==> src/rtl/clk_trim_pkg.sv <==
package clk_trim_pkg;

  localparam int STEP_W    = 7;
  localparam int MAX_STEPS = 62;

  typedef struct packed {
    logic signed [STEP_W-1:0] steps;  // signed correction steps
    logic                     fine;   // stretched interval
    logic                     alt;    // alternate crystal base count
  } trim_cfg_t;

  localparam trim_cfg_t CFG_NONE = '{steps: '0, fine: 1'b0, alt: 1'b0};

endpackage

==> src/rtl/clk_trim_decode.sv <==
module clk_trim_decode
  import clk_trim_pkg::*;
(
  input  logic [7:0] code,
  input  logic       msb_fine,
  output trim_cfg_t  cfg
);

  logic [5:0]        cnt;
  logic              dec;
  logic [STEP_W-1:0] dec_mag;

  assign cnt     = code[5:0];
  assign dec     = code[6];
  assign dec_mag = {1'b0, ~cnt} + 7'd1;

  always_comb begin
    cfg = CFG_NONE;
    if (cnt[5:1] != 5'd0) begin
      if (dec) cfg.steps = -$signed(dec_mag);
      else     cfg.steps = $signed({1'b0, cnt}) - 7'sd1;
    end
    cfg.fine = code[7] & msb_fine;
    cfg.alt  = code[7] & ~msb_fine;
  end

endmodule

==> src/rtl/clk_trim_interval.sv <==
module clk_trim_interval
  import clk_trim_pkg::*;
#(
  parameter int COARSE_SECS = 20,
  parameter int FINE_SECS   = 60
) (
  input  logic      clk,
  input  logic      rst_n,
  input  logic      sec_end,
  input  logic      load_valid,
  input  trim_cfg_t load_cfg,
  output trim_cfg_t active,
  output logic      first_sec
);

  localparam int MAX_SECS = (FINE_SECS > COARSE_SECS) ? FINE_SECS : COARSE_SECS;
  localparam int SEC_W    = $clog2(MAX_SECS);

  trim_cfg_t        pending;
  logic [SEC_W-1:0] sec_idx;
  logic [SEC_W-1:0] last_idx;
  logic             at_last;

  assign last_idx  = active.fine ? SEC_W'(FINE_SECS - 1) : SEC_W'(COARSE_SECS - 1);
  assign at_last   = (sec_idx == last_idx);
  assign first_sec = (sec_idx == '0);

  // Latest accepted byte waits here until the boundary.
  always_ff @(posedge clk) begin
    if (!rst_n)          pending <= CFG_NONE;
    else if (load_valid) pending <= load_cfg;
  end

  always_ff @(posedge clk) begin
    if (!rst_n) begin
      sec_idx <= '0;
      active  <= CFG_NONE;
    end else if (sec_end) begin
      if (at_last) begin
        sec_idx <= '0;
        active  <= pending;
      end else begin
        sec_idx <= sec_idx + 1'b1;
      end
    end
  end

  // configuration only moves when a second closes
  p_cfg_hold_r9: assert property (@(posedge clk) disable iff (!rst_n)
    !sec_end |=> $stable(active));

  // index never passes the interval end
  p_idx_range_r6: assert property (@(posedge clk) disable iff (!rst_n)
    sec_idx <= last_idx);

  // fine interval wraps after its last second
  p_fine_wrap_r7: assert property (@(posedge clk) disable iff (!rst_n)
    (sec_end && active.fine && sec_idx == SEC_W'(FINE_SECS - 1)) |=> (sec_idx == '0));

endmodule

==> src/rtl/clk_trim_divider.sv <==
module clk_trim_divider
  import clk_trim_pkg::*;
#(
  parameter int BASE_TC = 32767,
  parameter int ALT_TC  = 31999,
  parameter int DIV_W   = 16
) (
  input  logic      clk,
  input  logic      rst_n,
  input  logic      osc_tick,
  input  trim_cfg_t active,
  input  logic      first_sec,
  output logic      sec_end,
  output logic      sec_pulse
);

  localparam int CW = DIV_W + 2;

  logic [DIV_W-1:0]     div_cnt;
  logic [DIV_W-1:0]     term;
  logic signed [CW-1:0] base_s;
  logic signed [CW-1:0] adj_s;
  logic signed [CW-1:0] term_s;

  // Terminal count for the current second; correction only in the first.
  always_comb begin
    base_s = active.alt ? CW'(ALT_TC) : CW'(BASE_TC);
    adj_s  = first_sec ? CW'(active.steps) : '0;
    term_s = base_s - (adj_s <<< 1);
    term   = DIV_W'(term_s);
  end

  assign sec_end = osc_tick && (div_cnt == term);

  always_ff @(posedge clk) begin
    if (!rst_n) begin
      div_cnt   <= '0;
      sec_pulse <= 1'b0;
    end else begin
      sec_pulse <= sec_end;
      if (osc_tick) begin
        if (sec_end) div_cnt <= '0;
        else         div_cnt <= div_cnt + 1'b1;
      end
    end
  end

  // no tick, no movement
  p_hold_no_tick_r10: assert property (@(posedge clk) disable iff (!rst_n)
    !osc_tick |=> $stable(div_cnt));

  // counter never runs past the terminal of its second
  p_cnt_le_term_r2: assert property (@(posedge clk) disable iff (!rst_n)
    div_cnt <= term);

  // corrected terminal stays positive
  p_term_positive_r3: assert property (@(posedge clk) disable iff (!rst_n)
    term_s > 0);

endmodule

==> src/rtl/clk_trim_unit.sv <==
module clk_trim_unit
  import clk_trim_pkg::*;
#(
  parameter int BASE_TC     = 32767,
  parameter int ALT_TC      = 31999,
  parameter int COARSE_SECS = 20,
  parameter int FINE_SECS   = 60
) (
  input  logic       clk,
  input  logic       rst_n,
  input  logic       osc_tick,
  input  logic       trim_valid,
  output logic       trim_ready,
  input  logic [7:0] trim_data,
  input  logic       trim_msb_fine,
  output logic       sec_pulse
);

  localparam int DIV_W = $clog2(BASE_TC + 2 * MAX_STEPS + 1);

  trim_cfg_t dec_cfg;
  trim_cfg_t active;
  logic      first_sec;
  logic      sec_end;
  logic      accept;

  assign trim_ready = 1'b1;
  assign accept     = trim_valid && trim_ready;

  clk_trim_decode u_decode (
    .code     (trim_data),
    .msb_fine (trim_msb_fine),
    .cfg      (dec_cfg)
  );

  clk_trim_interval #(
    .COARSE_SECS (COARSE_SECS),
    .FINE_SECS   (FINE_SECS)
  ) u_interval (
    .clk        (clk),
    .rst_n      (rst_n),
    .sec_end    (sec_end),
    .load_valid (accept),
    .load_cfg   (dec_cfg),
    .active     (active),
    .first_sec  (first_sec)
  );

  clk_trim_divider #(
    .BASE_TC (BASE_TC),
    .ALT_TC  (ALT_TC),
    .DIV_W   (DIV_W)
  ) u_divider (
    .clk       (clk),
    .rst_n     (rst_n),
    .osc_tick  (osc_tick),
    .active    (active),
    .first_sec (first_sec),
    .sec_end   (sec_end),
    .sec_pulse (sec_pulse)
  );

  // the enable is one cycle wide
  p_pulse_single_r2: assert property (@(posedge clk) disable iff (!rst_n)
    sec_pulse |=> !sec_pulse);

  // decoded step count within the legal range
  p_steps_range_r3: assert property (@(posedge clk) disable iff (!rst_n)
    trim_valid |-> (dec_cfg.steps <= 7'sd62 && dec_cfg.steps >= -7'sd62));

  // zero field in bits 5:1 decodes to no correction
  p_zero_field_r5: assert property (@(posedge clk) disable iff (!rst_n)
    (trim_valid && trim_data[5:1] == 5'd0) |-> (dec_cfg.steps == '0));

endmodule

==> config.mk <==
export PLATFORM = sky130hd
export DESIGN_NAME = clk_trim_unit
export DESIGN_NICKNAME = d
export VERILOG_FILES = /design/src/rtl/clk_trim_pkg.sv /design/src/rtl/clk_trim_decode.sv /design/src/rtl/clk_trim_interval.sv /design/src/rtl/clk_trim_divider.sv /design/src/rtl/clk_trim_unit.sv
export SDC_FILE = /design/constraint.sdc
export NUM_CORES = 1
export LEC_CHECK = 0
export BUFFER_PORTS_ARGS = -buffer_cell sky130_fd_sc_hd__buf_4
export CAP_MARGIN = 15
export CORE_MARGIN = 8
export CORE_UTILIZATION = 54
export CTS_CLUSTER_DIAMETER = 100
export DETAILED_ROUTE_END_ITERATION = 12
export GPL_TIMING_DRIVEN = 0
export PLACE_DENSITY = 0.81
export SYNTH_ARGS = -nofsm -noshare
export SYNTH_HDL_FRONTEND = slang
export SYNTH_SLANG_ARGS = --single-unit
==> constraint.sdc <==
create_clock -name clk -period 2.85 [get_ports clk]
set_input_delay 0.57 -clock clk [delete_from_list [all_inputs] [get_ports clk]]
set_output_delay 0.57 -clock clk [all_outputs]
set_load 0.01 [all_outputs]
==> flow_summary.json <==
{
  "ys_ff_latch": 41,
  "grt_pass1_wl_um": 8660,
  "cp-start-kind": "flip-flop",
  "syn_area_um2": 2320,
  "critPathMaxStageDelay_ns": 0.40,
  "cp_top_family": "simple AND/OR/NAND/NOR gates",
  "synth_flop_cell": "dfxtp_1",
  "fin_crit_sh_pct": 101,
  "area_growth_pct": 19.2,
  "ys_warn_count": 0,
  "vias_per_cell": 5.76,
  "ant_nets": 0,
  "violations": "negative setup slack",
  "ys_seq_area_share_pct": 35.4,
  "critPathKind": "reg2reg",
  "ys_top_cells_by_count": "dfxtp_1, nand2_1, nor2_1",
  "p_per_area_nw_per_um2": 393,
  "cts_buffers": 5,
  "ir_drop_mv": 0.254,
  "outcome": "finished, violations left",
  "path_cells": "nor3_4, and2_4, nand2_4, ha_4, xor2_1, nand4_1, a311oi_2, o211ai_1, nor3_2, buf_2, mux2i_1",
  "coreArea_um2": 4230,
  "die_h_um": 81.6,
  "synth_top_cell_by_area": "dfxtp_1",
  "critPathArrivalTime_ns": 3.10,
  "fin_crit_ns": 2.87,
  "ys_async_sr_fraction_pct": 0,
  "hold_buffers": 0,
  "clk_latency_ns": 0.30,
  "clock_sinks": 41,
  "grt_pass1_vias": 1935,
  "dieArea_um2": 6650,
  "antenna_found_initial": 0,
  "diodes": 0,
  "gp_congestion": 0.815,
  "cts_buffer_depth": 2,
  "synthMostInstantiatedCell": "dfxtp_1",
  "cp.required_ns": 3.08,
  "drcViolationCount": 0,
  "port_buffers": 12,
  "initial_utilization_pct": 54.8,
  "slowest_stage": "dfxtp_1",
  "fin_skew_ns": 0.00877,
  "clock.fmax_mhz": 349,
  "critical_path.max_fanout": 7,
  "drv_slew": 0,
  "first_pass_iters": 4,
  "post-place-cells": 335,
  "grt_overflow": 0,
  "synth_cells": 271,
  "switchingPower_uw": 251,
  "power_mw": 1.09,
  "hold_path.class": "reg2reg",
  "p_sw_share_pct": 23.0,
  "ioPinCount": 15,
  "cts_tree": "done",
  "layout_setup_ws_ns": -0.0168,
  "dp_hpwl_um": 3670,
  "grt_start_max_net_pins": 13,
  "drive_gt1_share_pct": 21.5,
  "dieWidth_um": 81.6,
  "setup-violations-final": 4,
  "synth_nets": 289,
  "cap_violations": 0,
  "dp_slack_ns": -0.379,
  "synth_area_leaders": "dfxtp_1, nand2_1, xor2_1",
  "p_seq_share_pct": 54.5,
  "routed_wl_um": 5660,
  "intPower_uw": 837,
  "fin_cells": 359,
  "crit_buf_inv": 1,
  "synthDistinctLibCells": 54,
  "combPwrFrac_pct": 6.9,
  "drt_iter0_markers": 166,
  "rsz0062_at_grt": "yes",
  "wire_per_inst_um": 15.8,
  "grt_usage_pct": 16.5,
  "finalHoldViolCount": 0,
  "nets": 324,
  "clk_pin_slew_worst_paths_ns": 0.08,
  "clock_power_share_pct": 38.6,
  "cts_root_buf": "clkbuf_8",
  "htreeDepth": 2,
  "synth.avg_cell_area_um2": 8.56,
  "p_leak_nw": 1.01,
  "row_count": 24,
  "synth_edf_count": 0,
  "route.vias.total": 2067,
  "cp-end-kind": "flip-flop",
  "yosysTopAreaCellShare_pct": 35.4
}
==> tightest hold or removal path, stage by stage, from the launching register on <==
cell	delay [ns]
dfxtp_1	0.31
nand2_1	0.05
mux2i_1	0.05
==> stage by stage <==
step | util, % | setup TNS, ns | instance area (µm²) | hold WS [ns]
final | 65.4 | -0.0265 | 2770 | 0.462
after global placement | 58.5 | -5.30 | 2480 | 0.445
after global routing | 65.4 | -0.834 | 2770 | 0.480
after CTS | 61.9 | 0 | 2620 | 0.459
after detailed placement | 58.5 | -8.79 | 2480 | 0.454
after floorplan | - | 0 | 2320 | 0.438
==> final cells by class <==
cell class	count	area, µm²
flip-flops and latches	41	823
repair buffers	28	211
plain buffers	12	66.3
inverters	16	60.1
well taps	52	65.1
fillers	331	1470
clock inverters	1	5.00
multi-input cells	202	1440
clock buffers	7	96.3
==> placed cells by master, fill, tap and decap left out, drive strengths merged, types with 2 or more instances in the layout <==
cell type  count
nand4          6
o22ai          7
nor2          24
nand3          9
and4           3
o211ai         3
nor3b          3
or4            4
a2111oi        2
mux2i         11
nor2b          3
and3           3
buf           34
clkbuf        13
a32o           2
a311oi         2
dfxtp         41
a221oi         2
o21ai          4
ha             5
nand2b         4
or2            2
a31oi          2
nor3           4
nand2         36
a21oi          4
nor4           4
xnor2          8
inv           16
a21boi         3
xor2          15
and2          13
==> power groups by stage <==
| stage | clock network [mW] | registers (mW) | logic (mW) |
|---|---|---|---|
| floorplan | 0 | 0.603 | 0.0439 |
| finish | 0.420 | 0.592 | 0.0750 |
| detailed placement | 0 | 0.605 | 0.0712 |
| global placement | 0 | 0.605 | 0.0695 |
| global route | 0.450 | 0.593 | 0.0835 |
| CTS | 0.426 | 0.592 | 0.0718 |
==> what timing repair did <==
action                                  in CTS  in global routing
pin swaps                                    4                 10
resized for setup                            5                 18
gates cloned                                 0                  1
endpoints found under the setup margin      30                 26
setup buffers                                5                 10
==> worst paths after layout <==
| path | cells after the start | slack [ns] | from | to |
|---|---|---|---|---|
| worst min-delay path | 2 | 0.46 | u_interval.pending[7] | u_interval.active[7] |
| worst max register to register | 11 | -0.02 | u_interval.sec_idx[2] | u_interval.active[1] |
| worst max-delay path | 11 | -0.02 | u_interval.sec_idx[2] | u_interval.active[1] |
| worst min register to register | 2 | 0.46 | u_interval.pending[7] | u_interval.active[7] |
==> logic make-up after synthesis <==
kind of cell	after synthesis	share of synthesized area [%]
AO/OA/AOI/OAI	37	14.3
XOR/XNOR	23	8.68
adder cells (fa/ha/maj)	5	2.70
buffers and inverters	28	5.34
flip-flops	41	35.4
multiplexers	12	5.23
other	1	0.162
AND/OR/NAND/NOR	124	28.2
==> state kept, by name, summed over array words and instances (netlist names) <==
signal and flops:
u_interval.pending 9, u_divider.sec_pulse 1, u_interval.active 9, u_interval.sec_idx 6
u_divider.div_cnt 16
==> metal layers <==
layer	vias to the layer above	wire length (µm)	global-route usage, %
li1	1010	-	-
met1	960	2450	18.6
met2	78	2800	29.2
met3	19	258	2.74
met4	0	156	8.39
met5	-	0	0
Power figures use the tool's default switching activity.
